$ cat config.mk
export PLATFORM = sky130hd
export DESIGN_NAME = resp_count_compactor
export DESIGN_NICKNAME = d
export VERILOG_FILES = /design/src/rtl/resp_cmp_pkg.sv /design/src/rtl/resp_sat_inc.sv /design/src/rtl/resp_step_eval.sv /design/src/rtl/resp_count_compactor.sv
export SDC_FILE = /design/constraint.sdc
export NUM_CORES = 1
export LEC_CHECK = 0
export BUFFER_PORTS_ARGS = -buffer_cell sky130_fd_sc_hd__buf_2
export CAP_MARGIN = 20
export CORE_MARGIN = 1
export CORE_UTILIZATION = 53
export DETAILED_ROUTE_END_ITERATION = 12
export PLACE_DENSITY = 0.91
export SYNTH_ARGS = -nofsm -noshare
export SYNTH_HDL_FRONTEND = slang
export SYNTH_HIERARCHICAL = 1
export SYNTH_SLANG_ARGS = --single-unit
$ cat constraint.sdc
create_clock -name clk -period 3.35 [get_ports clk]
set_input_delay 0.1675 -clock clk [delete_from_list [all_inputs] [get_ports clk]]
set_output_delay 0.1675 -clock clk [all_outputs]
set_load 0.01 [all_outputs]
$ cat src/rtl/resp_cmp_pkg.sv
package resp_cmp_pkg;
    typedef enum logic [1:0] {
        MODE_ONES  = 2'd0,
        MODE_TRANS = 2'd1,
        MODE_SYND  = 2'd2,
        MODE_ONES2 = 2'd3
    } cmp_mode_e;
endpackage

$ cat src/rtl/resp_sat_inc.sv
module resp_sat_inc #(
    parameter int W = 8
) (
    input  logic [W-1:0] val,
    input  logic         en,
    output logic [W-1:0] nxt
);
    localparam logic [W-1:0] TOP = '1;

    always_comb begin
        nxt = val;
        if (en && (val != TOP)) begin
            nxt = val + W'(1);
        end
    end
endmodule

$ cat src/rtl/resp_step_eval.sv
module resp_step_eval
    import resp_cmp_pkg::*;
(
    input  cmp_mode_e mode,
    input  logic      cur_bit,
    input  logic      prev_bit,
    input  logic      prev_ok,
    output logic      hit
);
    always_comb begin
        unique case (mode)
            MODE_TRANS: hit = prev_ok & (cur_bit ^ prev_bit);
            default:    hit = cur_bit;
        endcase
    end
endmodule

$ cat src/rtl/resp_count_compactor.sv
module resp_count_compactor
    import resp_cmp_pkg::*;
#(
    parameter int MAX_LEN = 1024,
    parameter int CW      = $clog2(MAX_LEN + 1)
) (
    input  logic          clk,
    input  logic          rst,
    input  logic          start,
    input  logic [1:0]    mode_sel,
    input  logic          resp_vld,
    input  logic          resp_bit,
    input  logic          end_test,
    input  logic [CW-1:0] golden,
    output logic [CW-1:0] sig_count,
    output logic [CW-1:0] pat_count,
    output logic          done,
    output logic          pass
);
    typedef struct packed {
        logic [CW-1:0] sig;
        logic [CW-1:0] pat;
        logic          prev_bit;
        logic          prev_ok;
        cmp_mode_e     mode;
        logic          done;
        logic          pass;
    } cmp_state_t;

    cmp_state_t st_d, st_q;

    logic          step_hit;
    logic [CW-1:0] sig_inc, pat_inc;
    logic [1:0]    run_mode;

    resp_step_eval u_step (
        .mode     (st_q.mode),
        .cur_bit  (resp_bit),
        .prev_bit (st_q.prev_bit),
        .prev_ok  (st_q.prev_ok),
        .hit      (step_hit)
    );

    resp_sat_inc #(.W(CW)) u_sig_inc (
        .val (st_q.sig),
        .en  (resp_vld & step_hit),
        .nxt (sig_inc)
    );

    resp_sat_inc #(.W(CW)) u_pat_inc (
        .val (st_q.pat),
        .en  (resp_vld),
        .nxt (pat_inc)
    );

    always_comb begin
        st_d      = st_q;
        st_d.done = 1'b0;
        if (start) begin
            st_d.sig      = '0;
            st_d.pat      = '0;
            st_d.prev_bit = 1'b0;
            st_d.prev_ok  = 1'b0;
            st_d.mode     = cmp_mode_e'(mode_sel);
            st_d.pass     = 1'b0;
        end else begin
            if (resp_vld) begin
                st_d.sig      = sig_inc;
                st_d.pat      = pat_inc;
                st_d.prev_bit = resp_bit;
                st_d.prev_ok  = 1'b1;
            end
            if (end_test) begin
                st_d.done = 1'b1;
                st_d.pass = (st_d.sig == golden);
            end
        end
    end

    always_ff @(posedge clk) begin
        if (rst) begin
            st_q <= '{sig: '0, pat: '0, prev_bit: 1'b0, prev_ok: 1'b0,
                      mode: MODE_ONES, done: 1'b0, pass: 1'b0};
        end else begin
            st_q <= st_d;
        end
    end

    assign run_mode  = st_q.mode;
    assign sig_count = st_q.sig;
    assign pat_count = st_q.pat;
    assign done      = st_q.done;
    assign pass      = st_q.pass;
endmodule

==> results of run 1 <==
## per-stage QoR
stage                     power, mW  std cells  instance area, um^2
final                         0.570        272                 1940
after floorplan               0.387        208                 1820
after global placement        0.405        267                 1900
after CTS                     0.577        272                 1940
after global routing          0.599        272                 1940
after detailed placement      0.406        267                 1900
## registers in the layout (all words and copies together), names as in the netlist
register   count
pass           1
sig_count     11
st_q           2
run_mode       2
done           1
pat_count     11
## final cells by class
cell class,count,area share [%]
well taps,44,2.84
clock buffers,4,1.87
flip-flops and latches,28,28.9
inverters,2,0.387
multi-input cells,150,54.3
repair buffers,44,11.7
## cells by family after synthesis
| logic type | Yosys count | synth area share, % |
|---|---|---|
| buffers and inverters | 30 | 11.3 |
| AOI/OAI and AO/OA | 25 | 9.55 |
| muxes | 27 | 15.2 |
| xor gates and xnor gates | 19 | 9.14 |
| adders and majority gates | 2 | 1.37 |
| and+or+nand+nor | 77 | 22.7 |
| DFF | 28 | 30.8 |
## cells in the mapped netlist (3+ instances only)
| cell | n | area [um^2] |
|---|---|---|
| sky130_fd_sc_hd__nor2_1 | 31 | 116 |
| sky130_fd_sc_hd__nand2_1 | 11 | 41.3 |
| sky130_fd_sc_hd__and2_1 | 3 | 18.8 |
| sky130_fd_sc_hd__a21oi_1 | 8 | 40.0 |
| sky130_fd_sc_hd__buf_4 | 22 | 165 |
| sky130_fd_sc_hd__xor2_1 | 7 | 61.3 |
| sky130_fd_sc_hd__xnor2_1 | 12 | 105 |
| sky130_fd_sc_hd__dfxtp_1 | 28 | 561 |
| sky130_fd_sc_hd__nand4_1 | 8 | 50.1 |
| sky130_fd_sc_hd__o21ai_0 | 4 | 20.0 |
| sky130_fd_sc_hd__and3_2 | 4 | 30.0 |
| sky130_fd_sc_hd__nand3_1 | 6 | 30.0 |
| sky130_fd_sc_hd__a31oi_1 | 4 | 25.0 |
| sky130_fd_sc_hd__clkbuf_1 | 3 | 11.3 |
| sky130_fd_sc_hd__mux2i_1 | 24 | 240 |
## power by group through the flow
stage	combinational, mW	clock, mW	sequential (mW)
after global placement	0.0581	0	0.347
after global routing	0.0647	0.194	0.341
after detailed placement	0.0587	0	0.347
final	0.0590	0.171	0.340
after CTS	0.0596	0.177	0.340
after floorplan	0.0398	0	0.347
## final timing paths
| path | from | endpoint | slack, ns |
|---|---|---|---|
| worst max-delay path | run_mode[0] | pass | 0.72 |
| worst min-delay path | end_test | pass | 0.04 |
| worst max register to register | run_mode[0] | pass | 0.72 |
| worst min register to register | pass | pass | 0.51 |
## per-layer routing
metal | share of wire, % | GRT usage [%]
met2 | 49 | 35.8
met1 | 45 | 24.2
met5 | 0 | 0
met3 | 5.1 | 5.12
met4 | 0.97 | 6.49
## critical path, stage by stage, from the launching register on
cell                       delay (ns)
sky130_fd_sc_hd__dfxtp_1         0.41
sky130_fd_sc_hd__nand2b_4        0.07
sky130_fd_sc_hd__o31ai_2         0.21
sky130_fd_sc_hd__and2_1          0.26
sky130_fd_sc_hd__nand4_1         0.14
sky130_fd_sc_hd__a311oi_2        0.35
sky130_fd_sc_hd__nand3_1         0.14
sky130_fd_sc_hd__xnor2_1         0.14
sky130_fd_sc_hd__mux2i_1         0.22
sky130_fd_sc_hd__xnor2_1         0.11
sky130_fd_sc_hd__nor4_2          0.26
sky130_fd_sc_hd__nand4_1         0.12
sky130_fd_sc_hd__o32ai_1         0.13
## repair_timing
| item | 4_1_cts | 5_1_grt |
|---|---|---|
| endpoints found under the hold margin | 2 | 0 |
| endpoints found under the setup margin | 0 | 0 |
| hold buffers | 1 | 0 |
| resized for setup | 0 | 0 |
| buffers inserted | 0 | 0 |
==> impl_metrics.yaml, run 1 <==
floorplanning:
  core-area_mm2: 0.00315
  top_level_ports: 43
  die_footprint_mm2: 0.00367
  initial_utilization_pct: 57.7
  std_cell_rows: 20
  chipHeight_um: 60.6
  die-width_um: 60.6
power:
  clock_power_share_pct: 30.0
  intPower_mw: 0.432
  cellLeakagePower_nw: 0.865
  vdd_drop_max_uv: 264
  share_seq_of_total_power_pct: 59.6
  p_sw_mw: 0.138
  power.density_cell_area_mw_per_mm2: 294
  switching_share_pct: 24.2
  power_frac_comb_pct: 10.3
drt:
  drc: 0
  drt-initial-drc-count: 84
  detail_route.wirelength_mm: 3.50
  avgRoutedWirePerCell_um: 12.9
  detailed_routing_iteration_count_for_the_pre_antenna_repair_pass: 4
  postRouteAntennaNets: 0
  viasPerCell: 5.50
  vias: 1495
yosys:
  async_reset_ff_share_pct: 0
  number_of_enable_flip_flop_cells_after_synthesis: 0
  ys_warn_count: 6
  synth.net_count: 229
  postSynthRegisterBits: 28
  ys_seq_area_share_pct: 30.8
  netlist_instances: 208
  synth_area_per_inst_um2: 8.75
  synthDistinctLibCells: 36
  most_common_flop_cell_mapped_by_yosys: "sky130_fd_sc_hd__dfxtp_1"
  synthesis.area_mm2: 0.00182
finish:
  area_growth_pct: 6.67
  final_common_cell: "sky130_fd_sc_hd__buf_2"
  area_of_combinational_cells_with_multiple_inputs_mm2: 0.00105
  utilization_pct: 61.6
  nNetsFinal: 250
  share_of_post_route_cells_with_drive_strength_above_1_pct: 29.8
  register_area_um2: 561
  antennaDiodeCount: 0
  n_fill_cell: 295
  final_cell_mix: "sky130_fd_sc_hd__buf_2, sky130_fd_sc_hd__nor2_1, sky130_fd_sc_hd__dfxtp_1, sky130_fd_sc_hd__mux2i_1, sky130_fd_sc_hd__xnor2_1"
sta:
  holdWs_ns: 0.0402
  timing.final.setup_violations: 0
  tightest_slew_ns: 0.509
  timing.final.crit_share_pct: 78.6
  setup-tns-final_ns: 0
  finalWorstSetupSlack_ns: 0.718
  fmax_ghz: 0.380
  finalWorstPathRequiredPeriod_ns: 2.63
  rsz_0062_raised_after_global_routing: "false"
  final-hold-violation-count: 0
  max_slew_margin_pct: 66.1
  clock_skew_ns: 0.00310
  report.final.slew_viol_count: 0
global_routing:
  largest_net_degree_at_the_start_of_global_routing: 32
  vias_in_the_first_global_route: 1346
  gr-usage-all-layers_pct: 20.3
  antenna_violations_before_repair: 0
  grt_first_pass_wirelength_mm: 5.69
  grt-ovfl-total: 0
setup_path:
  setup_crit_start_kind: "register"
  worstPathMaxFanout: 7
  cp_data_required_time_ns: 3.61
  timing.critical_path.arrival_ns: 2.89
  worst_r2r_path_depth: 12
  timing.setup.critical_path_class: "register to register"
  critPathCaptureType: "register"
clock_tree:
  tritoncts_clock_tree: "yes"
  clockBufferDepth: 2
  cts_num_sinks: 28
  htreeDepth: 1
  cts_root_buf: "sky130_fd_sc_hd__clkbuf_4"
  worst_setup_hold_path_clk_slew_ns: 0.15
  clk_latency_ns: 0.34
  cts-buffers-inserted: 3
place:
  placement.setup.worst_slack_ns: 0.774
  place_hpwl_mm: 2.56
  place_congestion: 0.930
  port_buffers: 42
run_status:
  status: "complete, no violations"
worst_hold_path:
  worstHoldPathCells: 2
  min-delay-path-class: "input pin to register"
job:
  cap_violations: 0
Note: power is estimated with default switching activity, not from simulation.
==> run 2, diff against run 1 <==
--- a/config.mk
+++ b/config.mk
@@ -8,9 +8,9 @@
 export BUFFER_PORTS_ARGS = -buffer_cell sky130_fd_sc_hd__buf_2
 export CAP_MARGIN = 20
 export CORE_MARGIN = 1
-export CORE_UTILIZATION = 53
+export CORE_UTILIZATION = 48
 export DETAILED_ROUTE_END_ITERATION = 12
-export PLACE_DENSITY = 0.91
+export PLACE_DENSITY = 0.87
 export SYNTH_ARGS = -nofsm -noshare
 export SYNTH_HDL_FRONTEND = slang
 export SYNTH_HIERARCHICAL = 1
==> constraint.sdc (replaced) <==
create_clock -name clk -period 2.36 [get_ports clk]
set_input_delay 0.118 -clock clk [delete_from_list [all_inputs] [get_ports clk]]
set_output_delay 0.118 -clock clk [all_outputs]
set_load 0.01 [all_outputs]
==> run 2 against run 1 <==
Net effect:
- the flow now finishes with violations (negative setup slack)
- hold slack got worse by 0.035 ns
- first-iteration DRC count increased by 11%
- power increased by 68%
- sequential power increased by 42%
- combinational power increased by 63%
- critical path depth unchanged
- clock-buffer cell count decreased by 1
- clock power increased by 120%
- critical path type unchanged
- critical endpoint unchanged
- largest cell class unchanged
- largest power group unchanged
==> impl_metrics.yaml, run 2 (synthesis gave the netlist of run 1 again) <==
finish:
  area_of_combinational_cells_with_multiple_inputs_mm2: 0.00111
  area_growth_pct: 17.8
  final_cell_mix: "sky130_fd_sc_hd__buf_2, sky130_fd_sc_hd__nor2_1, sky130_fd_sc_hd__dfxtp_1, sky130_fd_sc_hd__mux2i_1, sky130_fd_sc_hd__buf_4"
  postLayoutCellArea_mm2: 0.00214
  register_area_um2: 569
  share_of_post_route_cells_with_drive_strength_above_1_pct: 38.0
  nNetsFinal: 264
  n_fill_cell: 320
  antennaDiodeCount: 0
  final_common_cell: "sky130_fd_sc_hd__buf_2"
setup_path:
  cp_data_required_time_ns: 2.56
  timing.setup.critical_path_class: "register to register"
  worst_r2r_path_depth: 12
  critical_path_buf_inv_count: 1
  worstPathMaxFanout: 3
  timing.critical_path.cells: "nand2_4 -> o31ai_4 -> and2_4 -> nand4_1 -> a311oi_2 -> buf_4 -> nand3_2 -> xnor2_1 -> mux2i_1 -> xor2_1 -> nand4_1 -> o32ai_2"
  cp_common_cell: "sky130_fd_sc_hd__nand4_1"
  worstSetupPathDepth: 12
  timing.critical_path.arrival_ns: 2.71
  critPathSlowestCell: "sky130_fd_sc_hd__dfxtp_4"
  worst_path_largest_cell_delay_ns: 0.39
  setup_crit_start_kind: "register"
  timing.critical_path.max_delay_family: "compound AO/OA/AOI/OAI gates"
  critPathCaptureType: "register"
drt:
  detailed_routing_iteration_count_for_the_pre_antenna_repair_pass: 4
  detail_route.wirelength_mm: 4.06
  avgRoutedWirePerCell_um: 14.0
  vias: 1562
  drc: 0
  drt-initial-drc-count: 93
  postRouteAntennaNets: 0
  viasPerCell: 5.39
clock_tree:
  htreeDepth: 1
  clk_latency_ns: 0.27
  clockBufferDepth: 2
  cts_root_buf: "sky130_fd_sc_hd__clkbuf_8"
  cts_num_sinks: 28
  cts-buffers-inserted: 3
  worst_setup_hold_path_clk_slew_ns: 0.10
  tritoncts_clock_tree: "yes"
sta:
  rsz_0062_raised_after_global_routing: "true"
  setup-tns-final_ns: -0.152
  finalWorstSetupSlack_ns: -0.152
  report.final.slew_viol_count: 0
  fmax_ghz: 0.398
  timing.final.crit_share_pct: 106
  final-hold-violation-count: 0
  timing.final.setup_violations: 1
  tightest_slew_ns: 0.530
  clock_skew_ns: 0.00399
  max_slew_margin_pct: 64.7
  finalWorstPathRequiredPeriod_ns: 2.51
run_status:
  failed_checks: "negative setup slack"
  status: "finished, violations left"
worst_hold_path:
  min-delay-path-class: "input pin to register"
  worstHoldPathCells: 2
global_routing:
  grt_first_pass_wirelength_mm: 6.20
  largest_net_degree_at_the_start_of_global_routing: 32
  antenna_violations_before_repair: 0
  vias_in_the_first_global_route: 1429
  grt-ovfl-total: 0
  gr-usage-all-layers_pct: 19.5
floorplanning:
  std_cell_rows: 22
  top_level_ports: 43
  die-width_um: 63.6
  die_footprint_mm2: 0.00404
  initial_utilization_pct: 49.7
  core-area_mm2: 0.00366
  chipHeight_um: 63.6
power:
  cellLeakagePower_nw: 0.975
  power.density_cell_area_mw_per_mm2: 446
  vdd_drop_max_uv: 211
place:
  placement.setup.worst_slack_ns: -0.0395
  port_buffers: 42
  post_dp_cell_area_mm2: 0.00198
  place_hpwl_mm: 2.72
  place_congestion: 0.831
job:
  cap_violations: 0
-- run 2: changes by cell type in the layout (fill, tap and decap cells not counted), moves of 2 or more --
cell,before,now
sky130_fd_sc_hd__buf_4,1,16
sky130_fd_sc_hd__clkbuf_4,3,0
sky130_fd_sc_hd__dfxtp_1,28,25
sky130_fd_sc_hd__clkbuf_8,1,3
sky130_fd_sc_hd__dfxtp_4,0,2
-- run 2: path summary, 6_finish.rpt --
kind                 from     endpoint  slack (ns)
setup / recovery  st_q[5]         pass       -0.15
hold / removal        rst  run_mode[1]       0.005
setup reg to reg  st_q[5]         pass       -0.15
hold reg to reg      pass         pass        0.51
-- run 2: final cells by class --
cell class / count / share of cell area (%)
clock buffer: 3 / 1.93
clock inverter: 1 / 1.40
inverter: 2 / 0.350
multi-input combinational: 150 / 51.6
sequential: 28 / 26.5
tap: 48 / 2.80
timing repair buffer: 58 / 15.4
-- run 2: metal layers --
layer / part of all wire [%] / GRT usage, % / up-vias
met2: 50 / 35.9 / 54
met3: 4.6 / 3.08 / 10
li1: - / - / 778
met1: 42 / 22.1 / 720
met4: 2.8 / 7.10 / 0
met5: 0 / 0 / -
-- run 2: what timing repair did --
action / 4_1_cts / 5_1_grt
pin swaps: 3 / 9
setup endpoints to repair: 1 / 1
resized for setup: 3 / 12
setup buffers: 1 / 3
hold buffers: 0 / 0
-- run 2: power breakdown --
part           internal (mW)  leakage, nW  switching (mW)
registers              0.476        0.228         0.00532
clock network          0.227       0.0357           0.151
logic                 0.0467        0.711          0.0494
-- run 2: worst register-to-register path: cells and delay by family (launching register included) --
kind / cells / cell delay, ns
flops: 1 / 0.39
compound gates: 3 / 0.64
xor+xnor: 2 / 0.37
simple gates: 5 / 0.57
mux: 1 / 0.28
buf+inv: 1 / 0.17
-- run 2: stage by stage --
stage	instances	hold slack [ns]	util [%]	total power [mW]
6_report	290	0.00510	58.6	0.956
5_1_grt	290	0.00768	58.6	0.993
4_1_cts	287	0.00616	56.7	0.959
3_5_place_dp	282	0.307	54.2	0.579
3_3_place_gp	282	0.305	54.2	0.577
2_1_floorplan	208	0.190	-	0.550
